<file path="config.mk">
export PLATFORM = sky130hd
export DESIGN_NAME = pad_owner_ctl
export DESIGN_NICKNAME = d
export VERILOG_FILES = /design/src/rtl/pad_owner_pkg.sv /design/src/rtl/pad_in_sync.sv /design/src/rtl/pad_regfile.sv /design/src/rtl/pad_pin_mux.sv /design/src/rtl/pad_owner_ctl.sv
export SDC_FILE = /design/constraint.sdc
export NUM_CORES = 1
export LEC_CHECK = 0
export BUFFER_PORTS_ARGS = -buffer_cell sky130_fd_sc_hd__buf_2
export CAP_MARGIN = 20
export CORE_UTILIZATION = 50
export DETAILED_ROUTE_END_ITERATION = 7
export GPL_TIMING_DRIVEN = 1
export HOLD_SLACK_MARGIN = 0.15
export PLACE_DENSITY = 0.85
export SETUP_SLACK_MARGIN = 0.2
export SKIP_CTS_REPAIR_TIMING = 1
export SLEW_MARGIN = 20
export SYNTH_ARGS = -nofsm -noshare
export SYNTH_HDL_FRONTEND = slang
export SYNTH_HIERARCHICAL = 1
export SYNTH_SLANG_ARGS = --single-unit
</file>
<file path="constraint.sdc">
create_clock -name clk -period 2.7 [get_ports clk]
set_clock_uncertainty 0.2 [all_clocks]
set_input_delay 0.27 -clock clk [delete_from_list [all_inputs] [get_ports clk]]
set_output_delay 0.27 -clock clk [all_outputs]
set_load 0.005 [all_outputs]
</file>
<file path="src/rtl/pad_owner_pkg.sv">
// Package: register addresses shared by the pad owner block and its bench.
// Assumes a 3-bit register address bus.
package pad_owner_pkg;
    localparam int ADDR_W = 3;

    typedef enum logic [ADDR_W-1:0] {
        RA_DIR  = 3'd0,
        RA_OUT  = 3'd1,
        RA_IN   = 3'd2,
        RA_SDIR = 3'd3,
        RA_HOLD = 3'd4
    } reg_addr_e;
endpackage

</file>
<file path="src/rtl/pad_in_sync.sv">
// Two-flop synchroniser for the pad input levels.
// Assumes the pad inputs are asynchronous to clk; both stages reset to 0.
module pad_in_sync #(
    parameter int W = 22
) (
    input  logic         clk,
    input  logic         rst_n,
    input  logic [W-1:0] din,
    output logic [W-1:0] dout
);
    logic [W-1:0] stage1_q, stage2_q;

    // Shift the pad levels through two flops.
    always_ff @(posedge clk) begin
        if (!rst_n) begin
            stage1_q <= '0;
            stage2_q <= '0;
        end else begin
            stage1_q <= din;
            stage2_q <= stage1_q;
        end
    end

    assign dout = stage2_q;
endmodule

</file>
<file path="src/rtl/pad_regfile.sv">
// Register file for the pad owner: general-purpose direction and output,
// sleep direction (never reset), and the sleep / hold state.
// Assumes single-cycle writes and combinational reads.
module pad_regfile
    import pad_owner_pkg::*;
#(
    parameter int NPINS = 22
) (
    input  logic              clk,
    input  logic              rst_n,
    input  logic              wr,
    input  logic [ADDR_W-1:0] addr,
    input  logic [NPINS-1:0]  wdata,
    output logic [NPINS-1:0]  rdata,
    input  logic [NPINS-1:0]  sync_in,
    input  logic              sleep_enter,
    input  logic              wake,
    output logic [NPINS-1:0]  gp_dir,
    output logic [NPINS-1:0]  gp_out,
    output logic [NPINS-1:0]  sleep_dir,
    output logic              forced
);
    logic [NPINS-1:0] dir_q, out_q, sdir_q;
    logic             asleep_q, hold_q;
    logic             hold_w1;

    assign hold_w1 = wr && (addr == RA_HOLD) && wdata[0];

    // General-purpose direction and output registers.
    always_ff @(posedge clk) begin
        if (!rst_n) begin
            dir_q <= '0;
            out_q <= '0;
        end else if (wr) begin
            if (addr == RA_DIR) dir_q <= wdata;
            if (addr == RA_OUT) out_q <= wdata;
        end
    end

    // Sleep direction register; deliberately outside every reset.
    always_ff @(posedge clk) begin
        if (wr && (addr == RA_SDIR)) sdir_q <= wdata;
    end

    // Sleep state and hold flag; sleep entry wins over wake and clearing.
    always_ff @(posedge clk) begin
        if (!rst_n) begin
            asleep_q <= 1'b0;
            hold_q   <= 1'b0;
        end else if (sleep_enter) begin
            asleep_q <= 1'b1;
            hold_q   <= 1'b1;
        end else begin
            if (wake) asleep_q <= 1'b0;
            if (hold_w1 && !asleep_q) hold_q <= 1'b0;
        end
    end

    // Read multiplexer.
    always_comb begin
        case (addr)
            RA_DIR:  rdata = dir_q;
            RA_OUT:  rdata = out_q;
            RA_IN:   rdata = sync_in;
            RA_SDIR: rdata = sdir_q;
            RA_HOLD: rdata = {{(NPINS-1){1'b0}}, hold_q};
            default: rdata = '0;
        endcase
    end

    assign gp_dir    = dir_q;
    assign gp_out    = out_q;
    assign sleep_dir = sdir_q;
    assign forced    = asleep_q | hold_q;

    assert_hold_in_sleep_R7: assert property (@(posedge clk) disable iff (!rst_n)
        asleep_q |-> hold_q);
    assert_enter_sets_R7: assert property (@(posedge clk) disable iff (!rst_n)
        sleep_enter |=> (asleep_q && hold_q));
    assert_w0_keeps_hold_R8: assert property (@(posedge clk) disable iff (!rst_n)
        (hold_q && !hold_w1) |=> hold_q);
    assert_asleep_w1_ignored_R8: assert property (@(posedge clk) disable iff (!rst_n)
        (asleep_q && hold_w1) |=> hold_q);
    assert_enter_beats_wake_R9: assert property (@(posedge clk) disable iff (!rst_n)
        (sleep_enter && wake) |=> asleep_q);
    assert_dir_only_on_write_R3: assert property (@(posedge clk) disable iff (!rst_n)
        !(wr && addr == RA_DIR) |=> $stable(dir_q));
endmodule

</file>
<file path="src/rtl/pad_pin_mux.sv">
// Per-pad ownership multiplexer: sleep/hold forcing, then peripheral or
// general-purpose control. Pads below SHARED use lane 0; each pad above
// has a lane of its own.
module pad_pin_mux #(
    parameter int NPINS  = 22,
    parameter int SHARED = 12,
    parameter int NLANES = NPINS - SHARED + 1
) (
    input  logic              clk,
    input  logic              rst_n,
    input  logic [NLANES-1:0] lane_en,
    input  logic [NPINS-1:0]  per_out,
    input  logic [NPINS-1:0]  per_oe,
    input  logic [NPINS-1:0]  gp_dir,
    input  logic [NPINS-1:0]  gp_out,
    input  logic [NPINS-1:0]  sleep_dir,
    input  logic              forced,
    output logic [NPINS-1:0]  pad_out,
    output logic [NPINS-1:0]  pad_oe
);
    for (genvar i = 0; i < NPINS; i++) begin : g_pin
        localparam int LANE = (i < SHARED) ? 0 : i - SHARED + 1;

        // Choose the pad's driver by priority: sleep, owner lane, registers.
        always_comb begin
            if (forced) begin
                pad_oe[i]  = sleep_dir[i];
                pad_out[i] = 1'b0;
            end else if (lane_en[LANE]) begin
                pad_oe[i]  = per_oe[i];
                pad_out[i] = per_out[i];
            end else begin
                pad_oe[i]  = gp_dir[i];
                pad_out[i] = gp_out[i];
            end
        end
    end

    assert_forced_low_R6: assert property (@(posedge clk) disable iff (!rst_n)
        forced |-> (pad_out == '0));
endmodule

</file>
<file path="src/rtl/pad_owner_ctl.sv">
// Top of the peripheral pad owner: register file, input synchroniser and
// per-pad multiplexer. Assumes synchronous active-low reset on clk.
module pad_owner_ctl
    import pad_owner_pkg::*;
#(
    parameter  int NPINS  = 22,
    parameter  int SHARED = 12,
    localparam int NLANES = NPINS - SHARED + 1
) (
    input  logic              clk,
    input  logic              rst_n,
    input  logic              bus_wr,
    input  logic [ADDR_W-1:0] bus_addr,
    input  logic [NPINS-1:0]  bus_wdata,
    output logic [NPINS-1:0]  bus_rdata,
    input  logic [NLANES-1:0] lane_en,
    input  logic [NPINS-1:0]  per_out,
    input  logic [NPINS-1:0]  per_oe,
    input  logic              sleep_enter,
    input  logic              wake,
    output logic [NPINS-1:0]  pad_out,
    output logic [NPINS-1:0]  pad_oe,
    input  logic [NPINS-1:0]  pad_in
);
    logic [NPINS-1:0] sync_in, gp_dir, gp_out, sleep_dir;
    logic             forced;

    pad_in_sync #(.W(NPINS)) u_sync (
        .clk  (clk),
        .rst_n(rst_n),
        .din  (pad_in),
        .dout (sync_in)
    );

    pad_regfile #(.NPINS(NPINS)) u_regs (
        .clk        (clk),
        .rst_n      (rst_n),
        .wr         (bus_wr),
        .addr       (bus_addr),
        .wdata      (bus_wdata),
        .rdata      (bus_rdata),
        .sync_in    (sync_in),
        .sleep_enter(sleep_enter),
        .wake       (wake),
        .gp_dir     (gp_dir),
        .gp_out     (gp_out),
        .sleep_dir  (sleep_dir),
        .forced     (forced)
    );

    pad_pin_mux #(.NPINS(NPINS), .SHARED(SHARED), .NLANES(NLANES)) u_mux (
        .clk      (clk),
        .rst_n    (rst_n),
        .lane_en  (lane_en),
        .per_out  (per_out),
        .per_oe   (per_oe),
        .gp_dir   (gp_dir),
        .gp_out   (gp_out),
        .sleep_dir(sleep_dir),
        .forced   (forced),
        .pad_out  (pad_out),
        .pad_oe   (pad_oe)
    );
endmodule

</file>
==> impl_metrics.json, run 1 <==
{
  "critPathKind": "register to output pin",
  "placed_area_um2": 6070,
  "dp_slack_ps": 537,
  "total_power_w": 0.00321,
  "overflow": 0,
  "fin_util_pct": 68.1,
  "outcome": "finished clean",
  "cap_viol_max_count": 0,
  "crit_start": "u_regs/hold_q",
  "vias_per_cell": 5.28,
  "fp-row-count": 36,
  "grt_max_degree": 67,
  "start_util_pct": 51.9,
  "drc": 0,
  "yosysUniqueCellTypes": 29,
  "drtPass1Iterations": 5,
  "holdCritStartpoint": "u_sync/stage1_q[21]",
  "fill_cells": 742,
  "min-delay-path-class": "register to register",
  "crit_fanout": 66,
  "die_w_um": 103,
  "finalWirelength_um": 13700,
  "dp_hpwl_um": 9190,
  "rsz0062_at_grt": "false",
  "synth_area_leaders": "dfxtp_1 (35%), edfxtp_1 (13%), mux4_2 (9.2%), mux2i_1 (9.0%), nand2_1 (6.7%)",
  "die_area_um2": 10700,
  "clk_root_buffer_cell": "clkbuf_8",
  "slew_viol_final": 0,
  "power.density_nw_per_um2": 479,
  "path_clk_slew_ps": 110,
  "cp-start-kind": "register",
  "syn_area_per_cell_um2": 10.3,
  "ys_seq_area_share_pct": 48.1,
  "fp.coreArea_um2": 9860,
  "stdcell_area_um2": 6720,
  "wl_per_cell_um": 16.4,
  "period_share_pct": 83.2,
  "max_freq_mhz": 445,
  "grt_usage_pct": 23.2,
  "synth_largest_area_cell": "dfxtp_1",
  "arrival_ps": 1780,
  "netlist.area_leader.share_pct": 35.2,
  "ant_nets": 0,
  "synth_seq_cells": 112,
  "worst_slack_ps": 454,
  "layout_min_cycle_time_ps": 2250,
  "hold_violations": 0,
  "end_kind": "output pin",
  "grt_pass1_wl_um": 18700,
  "final-setup-viol-count": 0,
  "power.leakage_nw": 2.98,
  "ios": 173,
  "cts_sinks": 112,
  "cp.required_ps": 2230,
  "max-vdd-ir-drop_mv": 0.350,
  "drive_gt1_share_pct": 38.0,
  "antenna_found_initial": 0,
  "fin_setup_tns_ps": 0,
  "cts_buffers": 9,
  "portBuffers": 172,
  "gp_congestion": 0.869,
  "syn_nets": 605,
  "vias": 4433,
  "finalNetCount": 807,
  "area_delta_synth_final_pct": 31.1,
  "worstMarginPinSlew_ps": 724,
  "grt_pass1_vias": 3934,
  "clk_latency_ps": 350,
  "syn_area_um2": 5120,
  "slew_headroom_pct": 51.7,
  "cts_tree": "yes",
  "r2r_start": "u_regs/asleep_q",
  "yosysWarnings": 6,
  "cts_buffer_depth": 2,
  "cts_htree_levels": 3,
  "drtIter0Drc": 250,
  "die_height_um": 103,
  "synth_cells": 498
}
[worst max-delay path: stages, from the launching register on]
cell	delay, ps
dfxtp_1	360
or2_4	590
nand2_1	150
o21ai_0	140
buf_2	160
[path summary, 6_finish.rpt]
path                           to  slack (ps)  cells after the start
setup / recovery       pad_oe[18]         450                      4
hold / removal    u_sync/dout[21]         240                      1
setup reg to reg    u_regs/hold_q         920                      4
hold reg to reg   u_sync/dout[21]         240                      1
[cells in the mapped netlist]
| library cell | number |
|---|---|
| buf_2 | 12 |
| clkbuf_2 | 4 |
| and2_2 | 44 |
| nor2_1 | 24 |
| o21ai_1 | 8 |
| buf_12 | 1 |
| or4b_4 | 1 |
| nand3_1 | 22 |
| nor2b_1 | 22 |
| nor4b_2 | 1 |
| a21boi_0 | 2 |
| o31a_1 | 1 |
| nand4bb_1 | 1 |
| edfxtp_1 | 22 |
| o21a_1 | 1 |
| o21ai_0 | 37 |
| buf_4 | 2 |
| nand2_1 | 91 |
| o311ai_0 | 1 |
| a21boi_1 | 20 |
| mux2i_1 | 46 |
| buf_6 | 4 |
| and4b_1 | 1 |
| clkbuf_1 | 16 |
| mux4_2 | 21 |
| dfxtp_1 | 90 |
| nand4b_1 | 1 |
| or2_2 | 1 |
| buf_8 | 1 |
[kinds of logic after synthesis]
logic type / share of synthesized area [%]
flops: 48.1
simple gates: 21.0
buf+inv: 4.59
compound gates: 8.11
mux: 18.2
[report_power, final]
group	internal (W)	total, W	switching, W	leakage (nW)
Sequential	0.00176	0.00179	0.0000261	0.937
Clock	0.000340	0.000899	0.000559	0.0789
Combinational	0.000281	0.000528	0.000247	1.96
[registers in the layout (all words and copies together) (netlist names)]
register and count:
u_regs/asleep_q 1, u_regs/sleep_dir 22, u_regs/hold_q 1, u_sync/stage1_q 22, u_regs/gp_dir 22, u_sync/dout 22
u_regs/gp_out 22
[through the flow]
stage	instances	hold slack (ps)
4_1_cts	791	-109
3_3_place_gp	775	229
3_5_place_dp	775	231
5_1_grt	838	265
2_1_floorplan	498	169
6_report	839	242
[per-layer routing]
layer	share of wire (%)	GRT usage, %	vias to the layer above
li1	-	-	2106
met2	52	40.5	218
met5	0	0	-
met3	6.0	3.76	21
met1	40	29.1	2088
met4	1.6	8.45	0
[cell usage in the layout (no fill, tap or decap)]
master           n
diode_2          1
or2_4            1
a21boi_0         2
clkinv_2         1
nand3_1         22
edfxtp_1        22
o21ai_1          8
clkbuf_1         1
o21a_1           1
buf_4            8
clkinvlp_4       3
o311ai_0         1
dlygate4sd3_1   47
nor4b_4          1
nor2_1          24
o31a_1           1
nand4bb_2        1
nor2b_1         22
nand4b_1         1
clkinv_4         1
clkbuf_8         9
mux2i_1         46
and4b_1          1
inv_6            1
dfxtp_1         90
or4b_4           1
and2_2          44
a21boi_1        20
o21ai_0         37
mux4_2          21
buf_2          172
buf_12           4
nand2_1         91
[area by class of cell]
| cell class | instances | area (µm²) | area share (%) |
|---|---|---|---|
| Antenna cell | 1 | 2.50 | 0.0373 |
| Sequential cell | 112 | 2460 | 36.7 |
| Clock inverter | 6 | 45.0 | 0.671 |
| Multi-Input combinational cell | 346 | 2440 | 36.3 |
| Timing Repair Buffer | 231 | 1470 | 21.9 |
| Tap cell | 133 | 166 | 2.48 |
| Clock buffer | 10 | 128 | 1.90 |
Note: power is estimated with default switching activity, not from simulation.
==> run 2: changes to the inputs <==
- clock period: 2.7 -> 2.1 ns (I/O delays scaled with it)
==> run 2 against run 1 <==
- clock-buffer cell count unchanged
- sequential share of layout area is 2.4 points lower
- first-iteration DRC count down 10%
- routed wire length grew 12%
- critical endpoint is now bus_rdata[11]
==> impl_metrics.json, run 2 (synthesized netlist as in run 1, its figures left out) <==
{
  "outcome": "finished clean",
  "wl_per_cell_um": 17.9,
  "antenna_found_initial": 0,
  "power.leakage_nw": 3.21,
  "dp_slack_ps": 228,
  "fin_setup_tns_ps": 0,
  "n_antenna_cell": 0,
  "grt_max_degree": 64,
  "dr_wl_met3_um": 1140,
  "cts_buffer_depth": 2,
  "fp-row-count": 36,
  "end_kind": "output pin",
  "layout_commonest_cell": "buf_2",
  "power.density_nw_per_um2": 618,
  "finalNetCount": 832,
  "worst_slack_ps": 86.3,
  "slew_headroom_pct": 66.0,
  "route.layer.met1.wl_um": 5760,
  "fp.coreArea_um2": 9860,
  "grt_usage_pct": 24.2,
  "overflow": 0,
  "crit_fanout": 2,
  "critPathKind": "register to output pin",
  "crit_start": "u_regs/sleep_dir[11]",
  "stdcell_count": 863,
  "rsz0062_at_grt": "true",
  "max-vdd-ir-drop_mv": 0.457,
  "wl_met2_um": 8020,
  "vias_per_cell": 5.46,
  "portBuffers": 172,
  "path_clk_slew_ps": 110,
  "finalWirelength_um": 15400,
  "grt_pass1_vias": 4119,
  "final_cell_mix": "buf_2 (171), dfxtp_1 (88), nand2_1 (85)",
  "start_util_pct": 51.9,
  "dp_cells": 778,
  "holdCritStartpoint": "bus_wr",
  "worstMarginPinSlew_ps": 509,
  "r2r_start": "u_regs/asleep_q",
  "cts_buffers": 9,
  "min-delay-path-class": "input pin to register",
  "ios": 173,
  "die_height_um": 103,
  "cts_tree": "yes",
  "dp_hpwl_um": 9090,
  "cap_viol_max_count": 0,
  "drive_gt1_share_pct": 45.2,
  "die_area_um2": 10700,
  "cp-start-kind": "register",
  "die_w_um": 103,
  "cts_htree_levels": 3,
  "drtIter0Drc": 225,
  "placed_area_um2": 6070,
  "layout_min_cycle_time_ps": 2010,
  "area_delta_synth_final_pct": 40.6,
  "slew_viol_final": 0,
  "gp_congestion": 0.840,
  "clk_latency_ps": 370,
  "stdcell_area_um2": 7200,
  "final-setup-viol-count": 0,
  "period_share_pct": 95.9,
  "max_freq_mhz": 497,
  "hold_violations": 0,
  "rrSetupSlack_ps": 170,
  "vias": 4714,
  "cp.required_ps": 1690,
  "routed.top_layer": "met4",
  "clk_root_buffer_cell": "clkbuf_8",
  "ant_nets": 0,
  "grt_pass1_wl_um": 19500,
  "drtPass1Iterations": 5,
  "arrival_ps": 1600,
  "drc": 0,
  "cts_sinks": 112,
  "fin_util_pct": 73.0
}
run 2: cell types whose count changed in the layout (fill, tap and decap cells not counted), moves of 3 or more:
cell	before	now
o21ai_0	37	23
o21ai_1	8	3
nor2_1	24	20
o21ai_2	0	18
clkbuf_16	0	6
buf_4	8	24
nand2_1	91	85
nand2_2	0	3
nor2b_4	0	3
nor2_4	0	4
nor2b_1	22	18
nand2_4	0	3
buf_6	0	5
run 2: critical path, stage by stage, from the launching register on:
cell      delay [ps]
edfxtp_1         440
mux4_2           500
nor2b_1          150
buf_2            140
run 2: final cells by class:
cell class | instances | area, µm²
sequential | 112 | 2460
clock inverter | 6 | 56.3
clock buffer | 10 | 149
tap | 133 | 166
fill | 650 | 2670
multi-input combinational | 347 | 2610
timing repair buffer | 255 | 1750
run 2: stage by stage:
step,hold slack (ps),power (W)
after global placement,217,0.00292
after global routing,225,0.00462
after floorplan,109,0.00268
after CTS,-166,0.00420
after detailed placement,220,0.00295
final,196,0.00445
run 2: per-layer routing:
| metal | global-route usage [%] | vias up |
|---|---|---|
| li1 | - | 2163 |
| met2 | 42.2 | 248 |
| met3 | 5.31 | 52 |
| met4 | 10.4 | 0 |
| met1 | 28.9 | 2251 |
| met5 | 0 | - |
run 2: path summary, 6_finish.rpt:
path                       to  depth (start not counted)
max             bus_rdata[11]                          3
min          u_regs/gp_out[8]                          4
max reg2reg     u_regs/hold_q                          5
min reg2reg   u_sync/dout[20]                          1
run 2: power by group:
part | switching (W) | internal [W] | leakage [nW]
sequential | 0.0000359 | 0.00226 | 0.937
clock | 0.000760 | 0.000530 | 0.102
combinational | 0.000401 | 0.000458 | 2.17
total | 0.00120 | 0.00325 | 3.21
